**src/rtl/serCfgPkg.sv**
```systemverilog
package serCfgPkg;

  typedef struct packed {
    logic txLoad;
    logic txShift;
    logic rxStart;
    logic rxSample;
    logic rxDone;
  } serStrobes_t;

  // bit period in ticks for a two-bit baud code
  function automatic int unsigned bitTicks(input logic [1:0] code, input int unsigned base);
    case (code)
      2'd0:    return base;
      2'd1:    return base / 2;
      2'd2:    return base / 8;
      default: return base / 16;
    endcase
  endfunction

  // total bits on the wire including start and stop
  function automatic logic [3:0] frameBits(input logic [7:0] cfg);
    return 4'd10 - {3'b0, cfg[5]} + {3'b0, cfg[6] | cfg[7]};
  endfunction

  // parity bit to send for data under cfg (odd wins over even)
  function automatic logic parityBit(input logic [7:0] d, input logic [7:0] cfg);
    logic p;
    p = cfg[5] ? ^d[6:0] : ^d;
    return cfg[7] ? ~p : p;
  endfunction

endpackage

```
**src/rtl/serCtrl.sv**
```systemverilog
module serCtrl
  import serCfgPkg::*;
#(
  parameter int unsigned BASE_TICKS = 128
) (
  input  logic        clk,
  input  logic        rstN,
  input  logic        tick,
  input  logic [7:0]  cfgByte,
  input  logic        txValid,
  input  logic        rxLine,
  output logic        txReady,
  output logic        rxBit,
  output serStrobes_t st
);

  localparam int unsigned TW = $clog2(BASE_TICKS + BASE_TICKS / 2 + 1);

  // transmit timing
  logic          txBusy;
  logic [3:0]    txLeft;
  logic [TW-1:0] txCnt;
  logic [1:0]    txBaud;
  logic [TW-1:0] txReload;
  logic          txLoadC, txShiftC;

  assign txReload = TW'(bitTicks(txBaud, BASE_TICKS));
  assign txLoadC  = txValid & ~txBusy;
  assign txShiftC = txBusy & tick & (txCnt == TW'(1));
  assign txReady  = ~txBusy;

  always_ff @(posedge clk) begin
    if (!rstN) begin
      txBusy <= 1'b0;
      txLeft <= '0;
      txCnt  <= '0;
      txBaud <= '0;
    end else if (txLoadC) begin
      txBusy <= 1'b1;
      txLeft <= frameBits(cfgByte);
      txCnt  <= TW'(bitTicks(cfgByte[1:0], BASE_TICKS));
      txBaud <= cfgByte[1:0];
    end else if (txShiftC) begin
      txCnt  <= txReload;
      txLeft <= txLeft - 4'd1;
      if (txLeft == 4'd1) txBusy <= 1'b0;
    end else if (txBusy && tick) begin
      txCnt <= txCnt - TW'(1);
    end
  end

  // receive timing
  logic [1:0]    rxSync;
  logic          rxBusy, rxArmed, rxDoneQ;
  logic [3:0]    rxLeft;
  logic [TW-1:0] rxCnt;
  logic [1:0]    rxBaud;
  logic [TW-1:0] rxReload;
  logic          rxStartC, rxSampleC;

  assign rxBit     = rxSync[1];
  assign rxReload  = TW'(bitTicks(rxBaud, BASE_TICKS));
  assign rxStartC  = ~rxBusy & rxArmed & tick & ~rxBit;
  assign rxSampleC = rxBusy & tick & (rxCnt == TW'(1));

  always_ff @(posedge clk) begin
    if (!rstN) begin
      rxSync  <= 2'b11;
      rxBusy  <= 1'b0;
      rxArmed <= 1'b0;
      rxDoneQ <= 1'b0;
      rxLeft  <= '0;
      rxCnt   <= '0;
      rxBaud  <= '0;
    end else begin
      rxSync  <= {rxSync[0], rxLine};
      rxDoneQ <= rxSampleC && (rxLeft == 4'd1);
      if (rxStartC) begin
        rxBusy  <= 1'b1;
        rxArmed <= 1'b0;
        rxLeft  <= frameBits(cfgByte) - 4'd1;
        rxCnt   <= TW'(bitTicks(cfgByte[1:0], BASE_TICKS)
                     + bitTicks(cfgByte[1:0], BASE_TICKS) / 2);
        rxBaud  <= cfgByte[1:0];
      end else begin
        if (!rxBusy && rxBit) rxArmed <= 1'b1;
        if (rxSampleC) begin
          rxCnt  <= rxReload;
          rxLeft <= rxLeft - 4'd1;
          if (rxLeft == 4'd1) rxBusy <= 1'b0;
        end else if (rxBusy && tick) begin
          rxCnt <= rxCnt - TW'(1);
        end
      end
    end
  end

  always_comb begin
    st.txLoad   = txLoadC;
    st.txShift  = txShiftC;
    st.rxStart  = rxStartC;
    st.rxSample = rxSampleC;
    st.rxDone   = rxDoneQ;
  end

endmodule

```
**src/rtl/serDatapath.sv**
```systemverilog
module serDatapath
  import serCfgPkg::*;
(
  input  logic        clk,
  input  logic        rstN,
  input  serStrobes_t st,
  input  logic [7:0]  cfgByte,
  input  logic [7:0]  txData,
  input  logic        rxBit,
  output logic        txLine,
  output logic [7:0]  rxData,
  output logic        rxValid,
  output logic        rxParErr,
  output logic        rxFrameErr,
  output logic        parSticky
);

  // transmit frame, bit 0 first on the wire
  logic [10:0] txSh, txFrame;
  logic [7:0]  txPay;
  logic        txPar, txParEn;

  always_comb begin
    txParEn = cfgByte[6] | cfgByte[7];
    txPar   = parityBit(txData, cfgByte);
    txPay   = txData;
    if (cfgByte[5]) txPay[7] = txParEn ? txPar : 1'b1;
    txFrame = {1'b1, (txParEn && !cfgByte[5]) ? txPar : 1'b1, txPay, 1'b0};
  end

  always_ff @(posedge clk) begin
    if (!rstN)           txSh <= '1;
    else if (st.txLoad)  txSh <= txFrame;
    else if (st.txShift) txSh <= {1'b1, txSh[10:1]};
  end

  assign txLine = txSh[0];

  // receive: bits after the start bit enter at the top
  logic [2:0] rxFmt;
  logic [9:0] rxSh, rxAlign;
  logic [3:0] rxN;
  logic [7:0] rxWord;
  logic       rxParBit, rxStopBit, rxParBad;

  always_ff @(posedge clk) begin
    if (!rstN) begin
      rxFmt <= '0;
      rxSh  <= '1;
    end else begin
      if (st.rxStart)  rxFmt <= cfgByte[7:5];
      if (st.rxSample) rxSh  <= {rxBit, rxSh[9:1]};
    end
  end

  always_comb begin
    rxN       = frameBits({rxFmt, 5'b0}) - 4'd1;
    rxAlign   = rxSh >> (4'd10 - rxN);
    rxWord    = rxFmt[0] ? {1'b0, rxAlign[6:0]} : rxAlign[7:0];
    rxParBit  = rxFmt[0] ? rxAlign[7] : rxAlign[8];
    rxStopBit = rxAlign[rxN - 4'd1];
    rxParBad  = (rxFmt[1] | rxFmt[2]) && (rxParBit != parityBit(rxWord, {rxFmt, 5'b0}));
  end

  always_ff @(posedge clk) begin
    if (!rstN) begin
      rxData     <= '0;
      rxValid    <= 1'b0;
      rxParErr   <= 1'b0;
      rxFrameErr <= 1'b0;
      parSticky  <= 1'b0;
    end else if (st.rxDone) begin
      rxData     <= rxWord;
      rxValid    <= 1'b1;
      rxParErr   <= rxParBad;
      rxFrameErr <= ~rxStopBit;
      if (rxParBad) parSticky <= 1'b1;
    end else begin
      rxValid    <= 1'b0;
      rxParErr   <= 1'b0;
      rxFrameErr <= 1'b0;
    end
  end

endmodule

```
**src/rtl/rtcfgSerialPort.sv**
```systemverilog
module rtcfgSerialPort
  import serCfgPkg::*;
#(
  parameter int unsigned BASE_TICKS = 128
) (
  input  logic       clk,
  input  logic       rstN,
  input  logic       tick,
  input  logic [7:0] cfgByte,
  input  logic [7:0] txData,
  input  logic       txValid,
  output logic       txReady,
  output logic       txLine,
  input  logic       rxLine,
  output logic [7:0] rxData,
  output logic       rxValid,
  output logic       rxParErr,
  output logic       rxFrameErr,
  output logic       parSticky
);

  serStrobes_t st;
  logic        rxBit;

  serCtrl #(.BASE_TICKS(BASE_TICKS)) uCtrl (
    .clk(clk), .rstN(rstN), .tick(tick), .cfgByte(cfgByte),
    .txValid(txValid), .rxLine(rxLine), .txReady(txReady),
    .rxBit(rxBit), .st(st)
  );

  serDatapath uPath (
    .clk(clk), .rstN(rstN), .st(st), .cfgByte(cfgByte), .txData(txData),
    .rxBit(rxBit), .txLine(txLine), .rxData(rxData), .rxValid(rxValid),
    .rxParErr(rxParErr), .rxFrameErr(rxFrameErr), .parSticky(parSticky)
  );

endmodule

```
**config.mk**
```make
export PLATFORM = sky130hd
export DESIGN_NAME = rtcfgSerialPort
export DESIGN_NICKNAME = d
export VERILOG_FILES = /design/src/rtl/serCfgPkg.sv /design/src/rtl/serCtrl.sv /design/src/rtl/serDatapath.sv /design/src/rtl/rtcfgSerialPort.sv
export SDC_FILE = /design/constraint.sdc
export NUM_CORES = 1
export LEC_CHECK = 0
export CORE_MARGIN = 1.5
export CORE_UTILIZATION = 45
export DETAILED_ROUTE_END_ITERATION = 7
export GPL_TIMING_DRIVEN = 0
export PLACE_DENSITY_LB_ADDON = 0.2
export SLEW_MARGIN = 20
export SYNTH_ARGS = -nofsm -noshare
export SYNTH_HDL_FRONTEND = slang
export SYNTH_SLANG_ARGS = --single-unit
```
**constraint.sdc**
```tcl
create_clock -name clk -period 3.7 [get_ports clk]
set_clock_uncertainty 0.05 [all_clocks]
set_input_delay 0.555 -clock clk [delete_from_list [all_inputs] [get_ports clk]]
set_output_delay 0.555 -clock clk [all_outputs]
set_load 0.03 [all_outputs]
```
==> Word-level counts from Yosys, hierarchy flattened <==
Cells that the tools add are included.
{ "classes": {"eq_ne": 11, "shift": 1, "n_bitwise": 17, "mux": 35, "add_sub_neg": 13, "magnitude_cmp": 1, "reduce_logical": 26} }
{ "op_table": {"columns": ["operator", "n"], "rows": [
  ["8-bit case mux with 3 select lines", 3],
  ["8-bit 2-to-1 mux", 7],
  ["10-bit 2-to-1 mux", 2],
  ["4-bit by 1-bit subtractor with 4-bit output, second input constant", 5],
  ["9-bit 2-to-1 mux", 2],
  ["8-bit by 1-bit == test with 1-bit output, second input constant", 2],
  ["1-bit 2-to-1 mux", 16],
  ["4-bit 2-to-1 mux", 4],
  ["8-bit parity", 2],
  ["8-bit by 1-bit subtractor with 8-bit output, second input constant", 2],
  ["7-bit parity", 2],
  ["10-bit by 4-bit >> shifter with 10-bit output", 1],
  ["4-bit by 1-bit adder with 4-bit output", 2],
  ["8-bit adder", 1],
  ["1-bit bitwise AND", 8],
  ["4-bit by 1-bit == test with 1-bit output, second input constant", 2],
  ["2-bit AND reduction", 4],
  ["2-bit nonzero test", 4],
  ["4-bit by 1-bit subtractor with 4-bit output, first input constant", 2],
  ["1-bit inverter", 7],
  ["2-bit by 1-bit == test with 1-bit output, second input constant", 3],
  ["2-bit == test, second input constant", 3],
  ["1-bit logical AND", 6],
  ["2-bit zero test", 3],
  ["other kinds (8)", 11]
]} }
{ "totals": {"output_inout_bits": 14, "reg_bits": 69, "input_bits": 21, "elab_cells": 123} }

==> Longest topological paths before layout <==
Gate-level depths: netlist (run 1).
{ "logic_depth": {"depth_word": 13, "ltp_mapped": 12, "mapped_depth_nobuf": 10} }

==> Modules after synthesis <==
A second synthesis (run 1) with hierarchy kept.
{ "hier_totals": {"cells_unflattened": 471, "hier_area_um2": 4055.1} }
{ "modules_own_cells": {"columns": ["module", "area_each_um2", "n_inst", "cells_per_inst"], "rows": [
  ["serCtrl", 2098.3, 1, 259],
  ["serDatapath", 1956.9, 1, 212]
]} }

==> Least setup slack after synthesis (run 1) <==
Ideal clock, no wire load.
{ "synth_timing": {"kind": "register to register", "from": "register uPath.rxFmt[2]", "to": "register uPath.parSticky", "arrival_ns": 2.366, "required_time_ns": 3.529, "path_stages_with_launch": 12, "n_path_buf": 1, "setup_slack_ns": 1.163, "cell_sequence": "dfxtp_1 > or2_2 > inv_1 > ha_1 > clkbuf_1 > mux2i_1 > xor2_1 > nor2_1 > a221oi_2 > xnor3_1 > xor2_1 > o21ai_0"} }
{ "synth_between": {"elab_chain_cells": 13, "word_cells_on_any_way": 15} }
{ "synth_rtl": {"columns": ["item", "line_no", "rtl"], "rows": [
  ["start: declaration", "serDatapath.sv:40", "logic [2:0] rxFmt;"],
  ["start signal: assignment", "serDatapath.sv:51", "if (st.rxStart) rxFmt <= cfgByte[7:5];"],
  ["1-bit OR", "serCfgPkg.sv:23, serDatapath.sv:62", null],
  ["4-bit by 1-bit adder with 4-bit output", "serCfgPkg.sv:23", "return 4'd10 - {3'b0, cfg[5]} + {3'b0, cfg[6] | cfg[7]};"],
  ["4-bit by 1-bit subtractor with 4-bit output", "serDatapath.sv:57", "rxN = frameBits({rxFmt, 5'b0}) - 4'd1;"],
  ["4-bit subtractor", "serDatapath.sv:58", "rxAlign = rxSh >> (4'd10 - rxN);"],
  ["10-bit by 4-bit >> shifter with 10-bit output", "serDatapath.sv:58", null],
  ["8-bit 2-to-1 mux", "serDatapath.sv:59", "rxWord = rxFmt[0] ? {1'b0, rxAlign[6:0]} : rxAlign[7:0];"],
  ["8-bit parity or 7-bit parity (tied branches)", "serCfgPkg.sv:29", "p = cfg[5] ? ^d[6:0] : ^d;"],
  ["1-bit 2-to-1 mux", "serCfgPkg.sv:29", null],
  ["1-bit inverter", "serCfgPkg.sv:30", "return cfg[7] ? ~p : p;"],
  ["1-bit 2-to-1 mux", "serCfgPkg.sv:30", null],
  ["1-bit inequality test", "serDatapath.sv:62", "rxParBad = (rxFmt[1] | rxFmt[2]) && (rxParBit != parityBit(rxWord, {rxFmt, 5'b0}));"],
  ["1-bit logical AND (*)", "serDatapath.sv:62", null],
  ["2-bit AND reduction (no line) (*)", null, null],
  ["end signal: assignment", "serDatapath.sv:71", "parSticky <= 1'b0;"],
  ["end signal: assignment", "serDatapath.sv:77", "if (rxParBad) parSticky <= 1'b1;"],
  ["end: declaration", "serDatapath.sv:15", "output logic parSticky"]
]} }
Every way passes the cells marked *; elsewhere a longest branch is shown, timed or not.
A chain may end at the register's enable or synchronous reset.

==> Worst setup path in the final report (run 1) <==
Same ends and word-level chain as after synthesis.

==> impl_metrics.yaml, run 1 <==
outcome:
  status: "completed"
critical_path:
  critPathLaunch: "uPath.rxFmt[2]"
  worstSetupEndpoint: "uPath.parSticky"
  cpMostUsedCell: "xor2_1"
  slowest_stage: "dfxtp_1"
  timing.rr.start: "uPath.rxFmt[2]"
  critPathLaunchType: "flip-flop"
  reg2reg_to: "uPath.parSticky"
  critPathCaptureType: "flip-flop"
  worst-setup-path-type: "reg2reg"
  crit_path_max_fanout: 10
  slowest_delay_ns: 0.39
  cp_data_arrival_time_ns: 3.18
  ff2ff_path_depth: 11
  cp_top_family: "XOR/XNOR gates"
  cp.depth: 11
  cp.required_ns: 3.88
  crit_buf_inv: 2
  reg2reg_slack_ns: 0.70
  path_cells: "or2_2, inv_1, ha_1, clkbuf_1, mux2i_1, xor2_1, nor2_1, a221oi_2, xnor3_1, xor2_1, o21ai_0"
routing:
  routed.top_layer: "met4"
  wl_per_cell_um: 14.7
  drtIter0Drc: 142
  avgViaCountPerCell: 5.47
  wl_met2_um: 4810
  num_vias: 3541
  drc: 0
  antenna_left: 0
  met3RoutedLength_um: 372
  routed_wl_um: 9520
  drt-met1-wl_um: 4210
  dr.pass1.iters: 4
timing:
  slew_headroom_pct: 51.8
  rsz0062_at_grt: "no"
  tightest_slew_ns: 0.717
  period_needed_ns: 3.00
  setup_viol_count_final: 0
  fin_crit_sh_pct: 81.0
  fmax_ghz: 0.334
  drv_slew: 0
  tns_ns: 0
  final-hold-violation-count: 0
synthesis:
  synth-seq-cells: 69
  synth-edff-count: 0
  syn_area_mm2: 0.00383
  postSynthCellCount: 495
  avgSynthCellArea_um2: 7.73
  synth_nets: 532
  async_reset_ff_share_pct: 0
  synth.distinct_cells: 54
  ys_warn_count: 0
  synth_flop_cell: "dfxtp_1"
  ys_seq_area_share_pct: 36.1
clock_tree:
  clk_pin_slew_ns: 0.07
  ctsHoldBuffers: 0
  root_buffer: "clkbuf_8"
  clock_latency_ns: 0.35
  cts_sinks: 69
  clock_path_buffers: 2
  ctsResizeCount: 0
  cts_buffers: 9
  cts_tree: "done"
  htreeDepth: 3
  postCtsSetupRepairBufs: 0
global_route:
  grt_start_max_net_pins: 13
  overflow: 0
  grt_antenna_before_repair: 0
  track_usage_pct: 22.3
  grt_pass1_wl_um: 15600
  grt_pass1_vias: 3350
placed_design:
  finalWeightedCongestion: 0.906
  dp_hpwl_um: 6810
  port_buffers: 31
floorplan:
  start_util_pct: 46.6
  die_x_um: 95.2
  die_h_um: 95.2
  die_area_mm2: 0.00906
  io_pins: 35
  rows: 33
  core_area_mm2: 0.00822
finish:
  multi_input_area_mm2: 0.00227
  ff_latch_area_mm2: 0.00138
  nFillCells: 788
  diodes: 0
  nNetsFinal: 574
  syn_to_final_growth_pct: 16.9
  drive_gt1_share_pct: 5.90
power_and_ir_drop:
  max-vdd-ir-drop_v: 0.000249
  power_uw: 1630
  leakage_uw: 0.00175
  power_density_mw_per_mm2: 364
run:
  cap_violations: 0
worst_hold_path:
  hold_path_class: "reg2reg"
-- synthesized netlist by cell type, types with 3 or more instances --
cell type,number,area (µm²)
nor2b_1,7,43.8
a311oi_1,5,43.8
and2_1,4,25.0
nand2b_1,12,75.1
nor4_1,3,18.8
buf_2,4,20.0
mux2i_1,11,110
o21ai_0,28,140
xor2_1,8,70.1
nor2_1,42,158
o22ai_1,3,18.8
ha_1,16,200
nand3_1,18,90.1
o211ai_1,3,22.5
nor3b_1,4,30.0
a31oi_1,7,43.8
clkbuf_1,23,86.3
xnor2_1,21,184
nor3_1,13,65.1
nand4_1,4,25.0
inv_1,18,67.6
a21oi_1,32,160
nor4b_1,3,26.3
a211oi_1,6,45.0
dfxtp_1,69,1380
nand2_1,96,360
-- layout make-up --
type | instances | area share (%)
inverters | 19 | 1.59
clock inverters | 6 | 1.40
multi-input cells | 379 | 50.7
well taps | 105 | 2.94
clock buffers | 10 | 3.08
plain buffers | 28 | 2.46
repair buffers | 31 | 6.94
flip-flops and latches | 69 | 30.9
-- flip-flops by register name (all words and copies together), names as in the netlist, 3 cells and up --
register and count:
uCtrl.rxCnt 8, uCtrl.rxLeft 4, uCtrl.txCnt 8, uCtrl.txLeft 4, uPath.rxData 8, uPath.rxFmt 3
uPath.rxSh 10, uPath.txSh 10
-- per-stage QoR --
step | util, % | hold slack [ns] | setup WS, ns | std cells | area, µm²
3_5_place_dp | 51.9 | 0.348 | 0.698 | 631 | 4270
4_1_cts | 54.4 | 0.371 | 0.763 | 647 | 4470
5_1_grt | 54.5 | 0.393 | 0.511 | 647 | 4470
2_1_floorplan | - | 0.336 | 1.16 | 495 | 3830
6_report | 54.5 | 0.364 | 0.704 | 647 | 4470
3_3_place_gp | 51.9 | 0.342 | 0.725 | 631 | 4270
-- worst min-delay path by stage --
stage,from,to,slack (ns),cells after the start
CTS,uCtrl.rxSync[0],uCtrl.rxSync[1],0.37,1
global placement,uCtrl.rxSync[0],uCtrl.rxSync[1],0.34,1
floorplan,uCtrl.rxSync[0],uCtrl.rxSync[1],0.34,1
global route,uCtrl.rxSync[0],uCtrl.rxSync[1],0.39,1
detailed placement,uCtrl.rxSync[0],uCtrl.rxSync[1],0.35,1
finish,uCtrl.rxSync[0],uCtrl.rxSync[1],0.36,1
-- layout by cell type (no fill, tap or decap), types with 4 or more instances in the layout --
cell             instances
nand2_1                 96
dfxtp_1                 69
nor2_1                  42
a21oi_1                 32
clkdlybuf4s50_1         31
o21ai_0                 28
clkbuf_1                23
xnor2_1                 21
inv_1                   18
nand3_1                 18
ha_1                    16
nor3_1                  13
nand2b_1                12
mux2i_1                 11
clkbuf_8                10
xor2_1                   8
nor2b_1                  7
a31oi_1                  7
a211oi_1                 6
a311oi_1                 5
and2_1                   4
nor3b_1                  4
buf_2                    4
nand4_1                  4
-- kinds of logic (layout without fill, tap and decap cells) --
family                   after synthesis  count (layout)  synth area share [%]
multiplexers                          11              11                  2.88
XOR/XNOR                              30              30                  7.23
AND/OR/NAND/NOR                      221             221                  27.4
flip-flops                            69              69                  36.1
adder cells (fa/ha/maj)               16              16                  5.23
buffers and inverters                 47              94                  4.74
AO/OA/AOI/OAI                        101             101                  16.4
-- layer usage --
layer | track usage (%) | vias up
met1 | 25.5 | 1667
met5 | 0 | -
met4 | 8.08 | 0
met3 | 5.34 | 12
met2 | 39.8 | 76
li1 | - | 1786
-- where the power goes --
| group | switching [µW] | leakage [µW] | internal [µW] | total [µW] |
|---|---|---|---|---|
| combinational | 123 | 0.00109 | 97.4 | 220 |
| sequential | 22.0 | 0.000562 | 766 | 788 |
| clock | 292 | 0.0000943 | 327 | 619 |
Note: power is estimated with default switching activity, not from simulation.
==> run 2: changes to the inputs <==
clock period = 2.6 ns   (was 3.7 ns; I/O delays follow)
==> run 2 against run 1 <==
Hold slack barely moved. Clock power rose by 42%. Critical path type unchanged. Non-clock buffer count rose by 4. Cell count rose by 0.62%. Via count rose by 1.7%. Sequential share of layout area fell by 0.88 points. Die area did not move. First-iteration DRC count fell by 9.9%.
==> impl_metrics.yaml, run 2 (synthesis gave the netlist of run 1 again) <==
outcome:
  status: "completed"
clock_tree:
  clk_pin_slew_ns: 0.07
  htreeDepth: 3
  cts_tree: "done"
  clock_path_buffers: 2
  clock_latency_ns: 0.35
  root_buffer: "clkbuf_8"
  ctsHoldBuffers: 0
  cts_sinks: 69
  cts_buffers: 9
placed_design:
  place_ws_ns: -0.321
  finalWeightedCongestion: 0.906
  dpl_cell_area_mm2: 0.00427
  dpl.cell_count: 631
  dp_hpwl_um: 6810
  port_buffers: 31
finish:
  postLayoutCellArea_mm2: 0.00461
  ff_latch_area_mm2: 0.00138
  reg_top3: "uPath.rxSh (10), uPath.txSh (10)"
  nFillCells: 770
  multi_input_area_mm2: 0.00236
  drive_gt1_share_pct: 9.89
  nNetsFinal: 578
  final_cells: 651
  syn_to_final_growth_pct: 20.6
  most-common-layout-cells: "96 x nand2_1, 67 x dfxtp_1, 42 x nor2_1"
  diodes: 0
  layout_commonest_cell: "nand2_1"
timing:
  fin_crit_sh_pct: 94.8
  final-hold-violation-count: 0
  period_needed_ns: 2.46
  tightest_slew_ns: 0.676
  setup_viol_count_final: 0
  setup_slack_ns: 0.136
  tns_ns: 0
  slew_headroom_pct: 54.9
  drv_slew: 0
  fmax_ghz: 0.406
routing:
  routed_wl_um: 9620
  avgViaCountPerCell: 5.53
  wl_per_cell_um: 14.8
  dr.pass1.iters: 5
  drtIter0Drc: 128
  drc: 0
  antenna_left: 0
  num_vias: 3601
worst_hold_path:
  holdPathStages: 1
  hold_path_class: "reg2reg"
critical_path:
  cp_data_arrival_time_ns: 2.65
  ff2ff_path_depth: 9
  critPathCaptureType: "flip-flop"
  cp.required_ns: 2.79
  crit_path_max_fanout: 4
  worst-setup-path-type: "reg2reg"
  reg2reg_slack_ns: 0.14
  critPathLaunchType: "flip-flop"
global_route:
  grt_pass1_vias: 3390
  track_usage_pct: 22.5
  grt_antenna_before_repair: 0
  grt_start_max_net_pins: 13
  grt_pass1_wl_um: 15700
  overflow: 0
floorplan:
  core_area_mm2: 0.00822
  die_h_um: 95.2
  die_area_mm2: 0.00906
  rows: 33
  start_util_pct: 46.6
  io_pins: 35
  die_x_um: 95.2
power_and_ir_drop:
  max-vdd-ir-drop_v: 0.000353
  leakage_uw: 0.00179
  power_uw: 2330
  power_density_mw_per_mm2: 505
run:
  cap_violations: 0
run 2: routing by layer:
| metal | GRT usage, % | up-vias | share of wire (%) |
|---|---|---|---|
| li1 | - | 1794 | - |
| met1 | 25.7 | 1708 | 44 |
| met2 | 40.0 | 86 | 50 |
| met3 | 5.50 | 13 | 3.9 |
| met4 | 8.46 | 0 | 1.6 |
| met5 | 0 | - | 0 |
run 2: final timing paths:
kind,start,endpoint
hold reg to reg,uCtrl.rxSync[0],uCtrl.rxSync[1]
setup / recovery,uPath.rxFmt[2],uPath.parSticky
setup reg to reg,uPath.rxFmt[2],uPath.parSticky
hold / removal,uCtrl.rxSync[0],uCtrl.rxSync[1]
run 2: layout make-up:
cell class,instances,area share (%)
Clock inverter,6,1.36
Timing Repair Buffer,37,7.70
Tap cell,105,2.85
Buffer,26,2.33
Clock buffer,10,2.98
Sequential cell,69,30.0
Inverter,19,1.55
Multi-Input combinational cell,379,51.2
run 2: per-stage QoR:
| step | util [%] | hold slack, ns |
|---|---|---|
| floorplan | - | 0.336 |
| global placement | 51.9 | 0.342 |
| detailed placement | 51.9 | 0.348 |
| CTS | 55.3 | 0.371 |
| global route | 56.1 | 0.393 |
| finish | 56.1 | 0.364 |
run 2: repair_timing:
action | CTS | global route
gates resized for setup | 17 | 8
pin swaps | 3 | 5
setup endpoints to repair | 2 | 12
cloned | 0 | 0
buffers inserted | 2 | 4
run 2: power by group:
| group | internal [µW] | total, µW | switching [µW] |
|---|---|---|---|
| clock | 465 | 882 | 416 |
| combinational | 147 | 326 | 180 |
| sequential | 1090 | 1120 | 32.6 |
| total | 1700 | 2330 | 629 |
run 2: worst max-delay path: stages (launching register included):
cell and delay [ns]:
dfxtp_2 0.34, or2_4 0.27, ha_4 0.31, mux2i_4 0.28
xor2_1 0.18, nor2_1 0.06, a221oi_2 0.22, xnor3_1 0.39
xor2_2 0.18, o21ai_1 0.07
